$ cat src/rtl/alu_slice_pkg.sv
package alu_slice_pkg;

  // First addend choice, indexed by func_sel[1:0]
  typedef enum logic [1:0] {
    XS_A     = 2'd0,
    XS_AORB  = 2'd1,
    XS_AORNB = 2'd2,
    XS_ONES  = 2'd3
  } xsel_e;

  // Second addend choice, indexed by func_sel[3:2]
  typedef enum logic [1:0] {
    YS_ZERO   = 2'd0,
    YS_AANDNB = 2'd1,
    YS_AANDB  = 2'd2,
    YS_A      = 2'd3
  } ysel_e;

  // Arithmetic code that overrides the regular X/Y split
  localparam logic [3:0] SEL_PASS_A = 4'hF;

  // Logic mode code points
  typedef enum logic [3:0] {
    LG_NOTA   = 4'd0,
    LG_NOR    = 4'd1,
    LG_NAANDB = 4'd2,
    LG_ZERO   = 4'd3,
    LG_NAND   = 4'd4,
    LG_NOTB   = 4'd5,
    LG_XOR    = 4'd6,
    LG_AANDNB = 4'd7,
    LG_NAORB  = 4'd8,
    LG_XNOR   = 4'd9,
    LG_B      = 4'd10,
    LG_AND    = 4'd11,
    LG_A      = 4'd12,
    LG_AORNB  = 4'd13,
    LG_OR     = 4'd14,
    LG_ONES   = 4'd15
  } lsel_e;

endpackage

$ cat src/rtl/alu_operand_sel.sv
module alu_operand_sel
  import alu_slice_pkg::*;
#(
  parameter int W = 4
) (
  input  logic [W-1:0] a,
  input  logic [W-1:0] b,
  input  logic [3:0]   sel,
  output logic [W-1:0] x,
  output logic [W-1:0] y
);

  xsel_e xs;
  ysel_e ys;

  always_comb begin
    xs = xsel_e'(sel[1:0]);
    ys = ysel_e'(sel[3:2]);
    if (sel == SEL_PASS_A) begin
      xs = XS_A;
      ys = YS_ZERO;
    end
  end

  always_comb begin
    unique case (xs)
      XS_A:     x = a;
      XS_AORB:  x = a | b;
      XS_AORNB: x = a | ~b;
      default:  x = '1;
    endcase
  end

  always_comb begin
    unique case (ys)
      YS_ZERO:   y = '0;
      YS_AANDNB: y = a & ~b;
      YS_AANDB:  y = a & b;
      default:   y = a;
    endcase
  end

endmodule

$ cat src/rtl/alu_cla.sv
module alu_cla #(
  parameter int W = 4
) (
  input  logic [W-1:0] x,
  input  logic [W-1:0] y,
  input  logic         cin,
  output logic [W-1:0] sum,
  output logic         cout,
  output logic         gg,
  output logic         gp
);

  logic [W-1:0] g;
  logic [W-1:0] p;
  logic [W:0]   c;

  genvar gi;
  generate
    for (gi = 0; gi < W; gi++) begin : g_bit
      assign g[gi]   = x[gi] & y[gi];
      assign p[gi]   = x[gi] ^ y[gi];
      assign sum[gi] = p[gi] ^ c[gi];
    end
  endgenerate

  // Each carry is a flat sum of products of bit generates/propagates
  always_comb begin
    logic acc;
    logic span;
    c[0] = cin;
    for (int i = 0; i < W; i++) begin
      acc = 1'b0;
      for (int j = 0; j <= i; j++) begin
        span = 1'b1;
        for (int k = j + 1; k <= i; k++) span = span & p[k];
        acc = acc | (g[j] & span);
      end
      span = cin;
      for (int k = 0; k <= i; k++) span = span & p[k];
      c[i+1] = acc | span;
    end
  end

  always_comb begin
    logic span;
    gg = 1'b0;
    for (int j = 0; j < W; j++) begin
      span = 1'b1;
      for (int k = j + 1; k < W; k++) span = span & p[k];
      gg = gg | (g[j] & span);
    end
  end

  assign gp   = &p;
  assign cout = c[W];

endmodule

$ cat src/rtl/alu_logic_unit.sv
module alu_logic_unit
  import alu_slice_pkg::*;
#(
  parameter int W = 4
) (
  input  logic [W-1:0] a,
  input  logic [W-1:0] b,
  input  logic [3:0]   sel,
  output logic [W-1:0] f
);

  always_comb begin
    unique case (lsel_e'(sel))
      LG_NOTA:   f = ~a;
      LG_NOR:    f = ~(a | b);
      LG_NAANDB: f = ~a & b;
      LG_ZERO:   f = '0;
      LG_NAND:   f = ~(a & b);
      LG_NOTB:   f = ~b;
      LG_XOR:    f = a ^ b;
      LG_AANDNB: f = a & ~b;
      LG_NAORB:  f = ~a | b;
      LG_XNOR:   f = ~(a ^ b);
      LG_B:      f = b;
      LG_AND:    f = a & b;
      LG_A:      f = a;
      LG_AORNB:  f = a | ~b;
      LG_OR:     f = a | b;
      default:   f = '1;
    endcase
  end

endmodule

$ cat src/rtl/alu_slice.sv
module alu_slice #(
  parameter int W = 4
) (
  input  logic [W-1:0] op_a,
  input  logic [W-1:0] op_b,
  input  logic [3:0]   func_sel,
  input  logic         logic_mode,
  input  logic         carry_in,
  output logic [W-1:0] result,
  output logic         carry_out,
  output logic         grp_gen,
  output logic         grp_prop
);

  logic [W-1:0] add_x;
  logic [W-1:0] add_y;
  logic [W-1:0] add_sum;
  logic         add_cout;
  logic         add_gg;
  logic         add_gp;
  logic [W-1:0] lgc_f;

  alu_operand_sel #(.W(W)) u_opsel (
    .a   (op_a),
    .b   (op_b),
    .sel (func_sel),
    .x   (add_x),
    .y   (add_y)
  );

  alu_cla #(.W(W)) u_cla (
    .x    (add_x),
    .y    (add_y),
    .cin  (carry_in),
    .sum  (add_sum),
    .cout (add_cout),
    .gg   (add_gg),
    .gp   (add_gp)
  );

  alu_logic_unit #(.W(W)) u_logic (
    .a   (op_a),
    .b   (op_b),
    .sel (func_sel),
    .f   (lgc_f)
  );

  assign result    = logic_mode ? lgc_f : add_sum;
  assign carry_out = ~logic_mode & add_cout;
  assign grp_gen   = ~logic_mode & add_gg;
  assign grp_prop  = ~logic_mode & add_gp;

endmodule

$ cat config.mk
export PLATFORM = sky130hd
export DESIGN_NAME = alu_slice
export DESIGN_NICKNAME = d
export VERILOG_FILES = /design/src/rtl/alu_slice_pkg.sv /design/src/rtl/alu_operand_sel.sv /design/src/rtl/alu_cla.sv /design/src/rtl/alu_logic_unit.sv /design/src/rtl/alu_slice.sv
export SDC_FILE = /design/constraint.sdc
export NUM_CORES = 1
export LEC_CHECK = 0
export CAP_MARGIN = 0
export CORE_UTILIZATION = 50
export DETAILED_ROUTE_END_ITERATION = 16
export PLACE_DENSITY = 0.77
export SLEW_MARGIN = 20
export SYNTH_ARGS = -nofsm -noshare
export SYNTH_HDL_FRONTEND = slang
export SYNTH_SLANG_ARGS = --single-unit
$ cat constraint.sdc
create_clock -name vclk -period 4.75
set_input_delay 0.95 -clock vclk [all_inputs]
set_output_delay 0.95 -clock vclk [all_outputs]
set_load 0.1 [all_outputs]
==> summary.txt <==
Final layout
  – Area delta synth->final: 29.12%
  – Fin util: 68.25%
  – Count of non-filler cells in the finished layout: 238
  – Final sequential cell count: 0
  – Register area: 0 um^2
  – N_diodes: 0
  – Final net count: between 200 and 250
  – Layout clock buffer count: 0
  – Share of cells above drive strength 1: 15.38%

GRT
  – Largest net degree at the start of global routing: 27
  – First-pass GRT wire length: ~6600 um
  – Initial antenna violation count: 0
  – Global Route Usage Sum: 30.82%
  – Vias in the first global route: 1422
  – Total congestion overflow: 0

Power
  – Leakage: around 0.76 nW
  – P_int: 0.1047 mW
  – Design Power: about 0.26 mW
  – Sequential power share: 0%
  – P per Cell Area: 156.7 nW/um^2
  – Switch share: 60.13%
  – Sw power: 0.1579 mW
  – Combinational Power Share: 100.0%
  – VDD IR max: between 150 and 200 uV
  – Clock Power Share: 0%

Die
  – Die W: 52.94 um
  – Ports: 21
  – Core region area: roughly 2500 um^2
  – Die ar.: 2803 um^2
  – Initial Util: 52.85%
  – Site row count: 18
  – Die H: 52.94 um

Critical path
  – Setup crit start kind: input port
  – Slowest cell on crit path: clkdlybuf4s50_1
  – CP endpoint kind: output pin
  – Crit path to: result[3]
  – Critical path origin: op_b[0]
  – Worst path cell trace: clkdlybuf4s50_1 -> inv_1 -> ha_1 -> nand2b_1 -> nand2_1 -> a22o_1 -> ha_1 -> ha_1 -> o21a_1 -> o22a_1 -> xor2_1 -> o32a_1 -> buf_12
  – WP buf/inv: 3
  – Crit Path Category: in -> out
  – Critical path's largest stage delay: roughly 0.54 ns
  – Critical Path Stages: 13
  – CP top delay family: compound AO/OA/AOI/OAI gates
  – Critical Path Most Common Cell: ha_1
  – Worst endpoint required time: 3.80 ns
  – Worst Path Max Fanout: 5
  – CP Data Arrival Time: 3.66 ns

Place
  – Placed cell count: 238
  – IO buf count: 21
  – Routability cong.: 0.8984
  – Dpl hpwl: 3176 um

Run status
  – Status: finished clean

Logic synthesis
  – Synth Area in Compound Gates: 33.94%
  – Simple-Gate Fraction of Synth Area: between 20% and 30%
  – Multiplexer area fraction after synthesis: 8.293%
  – Seq/Total Area, Yosys: 0%
  – Synth Warn #: 0
  – Adder-Cell Fraction of Synth Area: between 20% and 30%
  – Xor and xnor fraction of the mapped netlist area: 2.025%
  – Post-Syn Instances: about 190
  – Syn Area/Cell: roughly 7 um^2
  – Main combinational cell family by area after synthesis: compound AO/OA/AOI/OAI gates
  – Library cells used by synthesis: 52
  – Syn Nets: 222
  – Cell Area, Synth: 1297 um^2

Timing
  – Slew margin rel.: ~67%
  – Fin Setup TNS: 0 ns
  – Setup violators final: 0
  – Worst-Margin Slew: between 0.4 and 0.5 ns
  – Max Transition Viols Final: 0
  – Hold Slack: approximately 2.7 ns
  – Period Utilization, post-route: 97.07%
  – RSZ-0062 raised after global routing: false
  – Fmax: between 200 and 250 MHz
  – Final Hold Fails: 0
  – Post-layout minimum cycle time: 4.611 ns

Flow run
  – Max_cap viols: 0

Routing
  – Wire per inst: between 15 and 20 um
  – Via density: 6.420
  – Detailed Route WL: 4032 um
  – Iteration-0 DRC Markers: 60
  – DR vias: 1528
  – Final ANT Viol Nets: 0
  – # DRC: 0
  – TritonRoute pass-1 iters: 4

Clock tree
  – CTS Hold Bufs: 0

Hold path
  – Hold WC Path Type: in -> out
cells by family (layout without fill, tap and decap cells):
logic type               count (synthesis)  count (layout)
AO/OA/AOI/OAI                           62              62
buffers and inverters                   31              53
multiplexers                            10              10
adder cells (fa/ha/maj)                 22              22
AND/OR/NAND/NOR                         58              58
XOR/XNOR                                 3               3
metrics by stage:
step / setup slack [ns] / instance area, um^2
5_1_grt: 0.02868 / 1675
6_report: 0.1389 / 1675
3_3_place_gp: 0.2002 / 1673
4_1_cts: 0.09345 / 1673
3_5_place_dp: 0.1156 / 1673
2_1_floorplan: 0.09772 / 1314
power by group through the flow:
stage / Combinational [mW] / Clock, mW / Sequential [mW]
floorplan: 0.170 / 0 / 0
global placement: 0.255 / 0 / 0
detailed placement: 0.260 / 0 / 0
CTS: 0.261 / 0 / 0
global route: 0.279 / 0 / 0
finish: 0.263 / 0 / 0
worst min path at each step:
| stage | startpoint | to | slack [ns] | cells past startpoint |
|---|---|---|---|---|
| after global placement | logic_mode | carry_out | 2.96 | 3 |
| final | func_sel[3] | result[1] | 2.67 | 4 |
| after CTS | logic_mode | carry_out | 2.95 | 3 |
| after global routing | func_sel[3] | result[1] | 2.72 | 4 |
| after detailed placement | logic_mode | carry_out | 2.94 | 3 |
| after floorplan | logic_mode | carry_out | 2.44 | 2 |
area by class of cell:
| class | instances | area, um^2 |
|---|---|---|
| Multi-Input combinational cell | 155 | 1179 |
| Fill cell | 230 | 779.5 |
| Tap cell | 30 | 37.54 |
| Timing Repair Buffer | 36 | 395.4 |
| Inverter | 17 | 63.81 |
synth_stat cells, types with 3 or more instances:
cell type  count  share of area [%]
a21oi_1        8                3.1
a31oi_1        3                1.4
and3_1         3                1.4
buf_2          9                3.5
clkbuf_1       3               0.87
ha_1          21                 20
inv_1         16                4.6
mux2_2         5                4.3
mux2i_1        4                3.1
nand2_1       13                3.8
nand2b_1       6                2.9
nand3_1        6                2.3
nor2_1        14                4.1
nor2b_1        5                2.4
o21ai_0       16                6.2
o221ai_1       4                2.7
o32a_1         3                2.3
what timing repair did:
item                       in CTS  in global routing
setup endpoints to repair       0                  1
setup buffers                   0                  0
resized for setup               0                  2
layer usage:
layer | part of all wire [%] | GRT usage [%] | vias to the layer above
li1 | - | - | 733
met1 | 42 | 39.86 | 718
met2 | 50 | 55.70 | 71
met3 | 6.5 | 0.8621 | 6
met4 | 1.1 | 7.018 | 0
met5 | 0 | 0 | -
placed cells by master (no fill, tap or decap), types with 2 or more instances in the layout:
| cell | count |
|---|---|
| ha_1 | 21 |
| inv_1 | 16 |
| o21ai_0 | 15 |
| buf_4 | 15 |
| nand2_1 | 13 |
| nor2_1 | 13 |
| clkdlybuf4s50_1 | 13 |
| a21oi_1 | 8 |
| buf_12 | 7 |
| nand2b_1 | 6 |
| nand3_1 | 6 |
| nor2b_1 | 5 |
| mux2_2 | 5 |
| mux2i_1 | 4 |
| o221ai_1 | 4 |
| and3_1 | 3 |
| o32a_1 | 3 |
| a31oi_1 | 3 |
| a22o_1 | 2 |
| o21ai_1 | 2 |
| o32ai_1 | 2 |
| and3b_1 | 2 |
| nor3b_1 | 2 |
| xor2_1 | 2 |
| a211o_1 | 2 |
| nand4_1 | 2 |
| o2111ai_1 | 2 |
| a21o_1 | 2 |
Power figures use the tool's default switching activity.
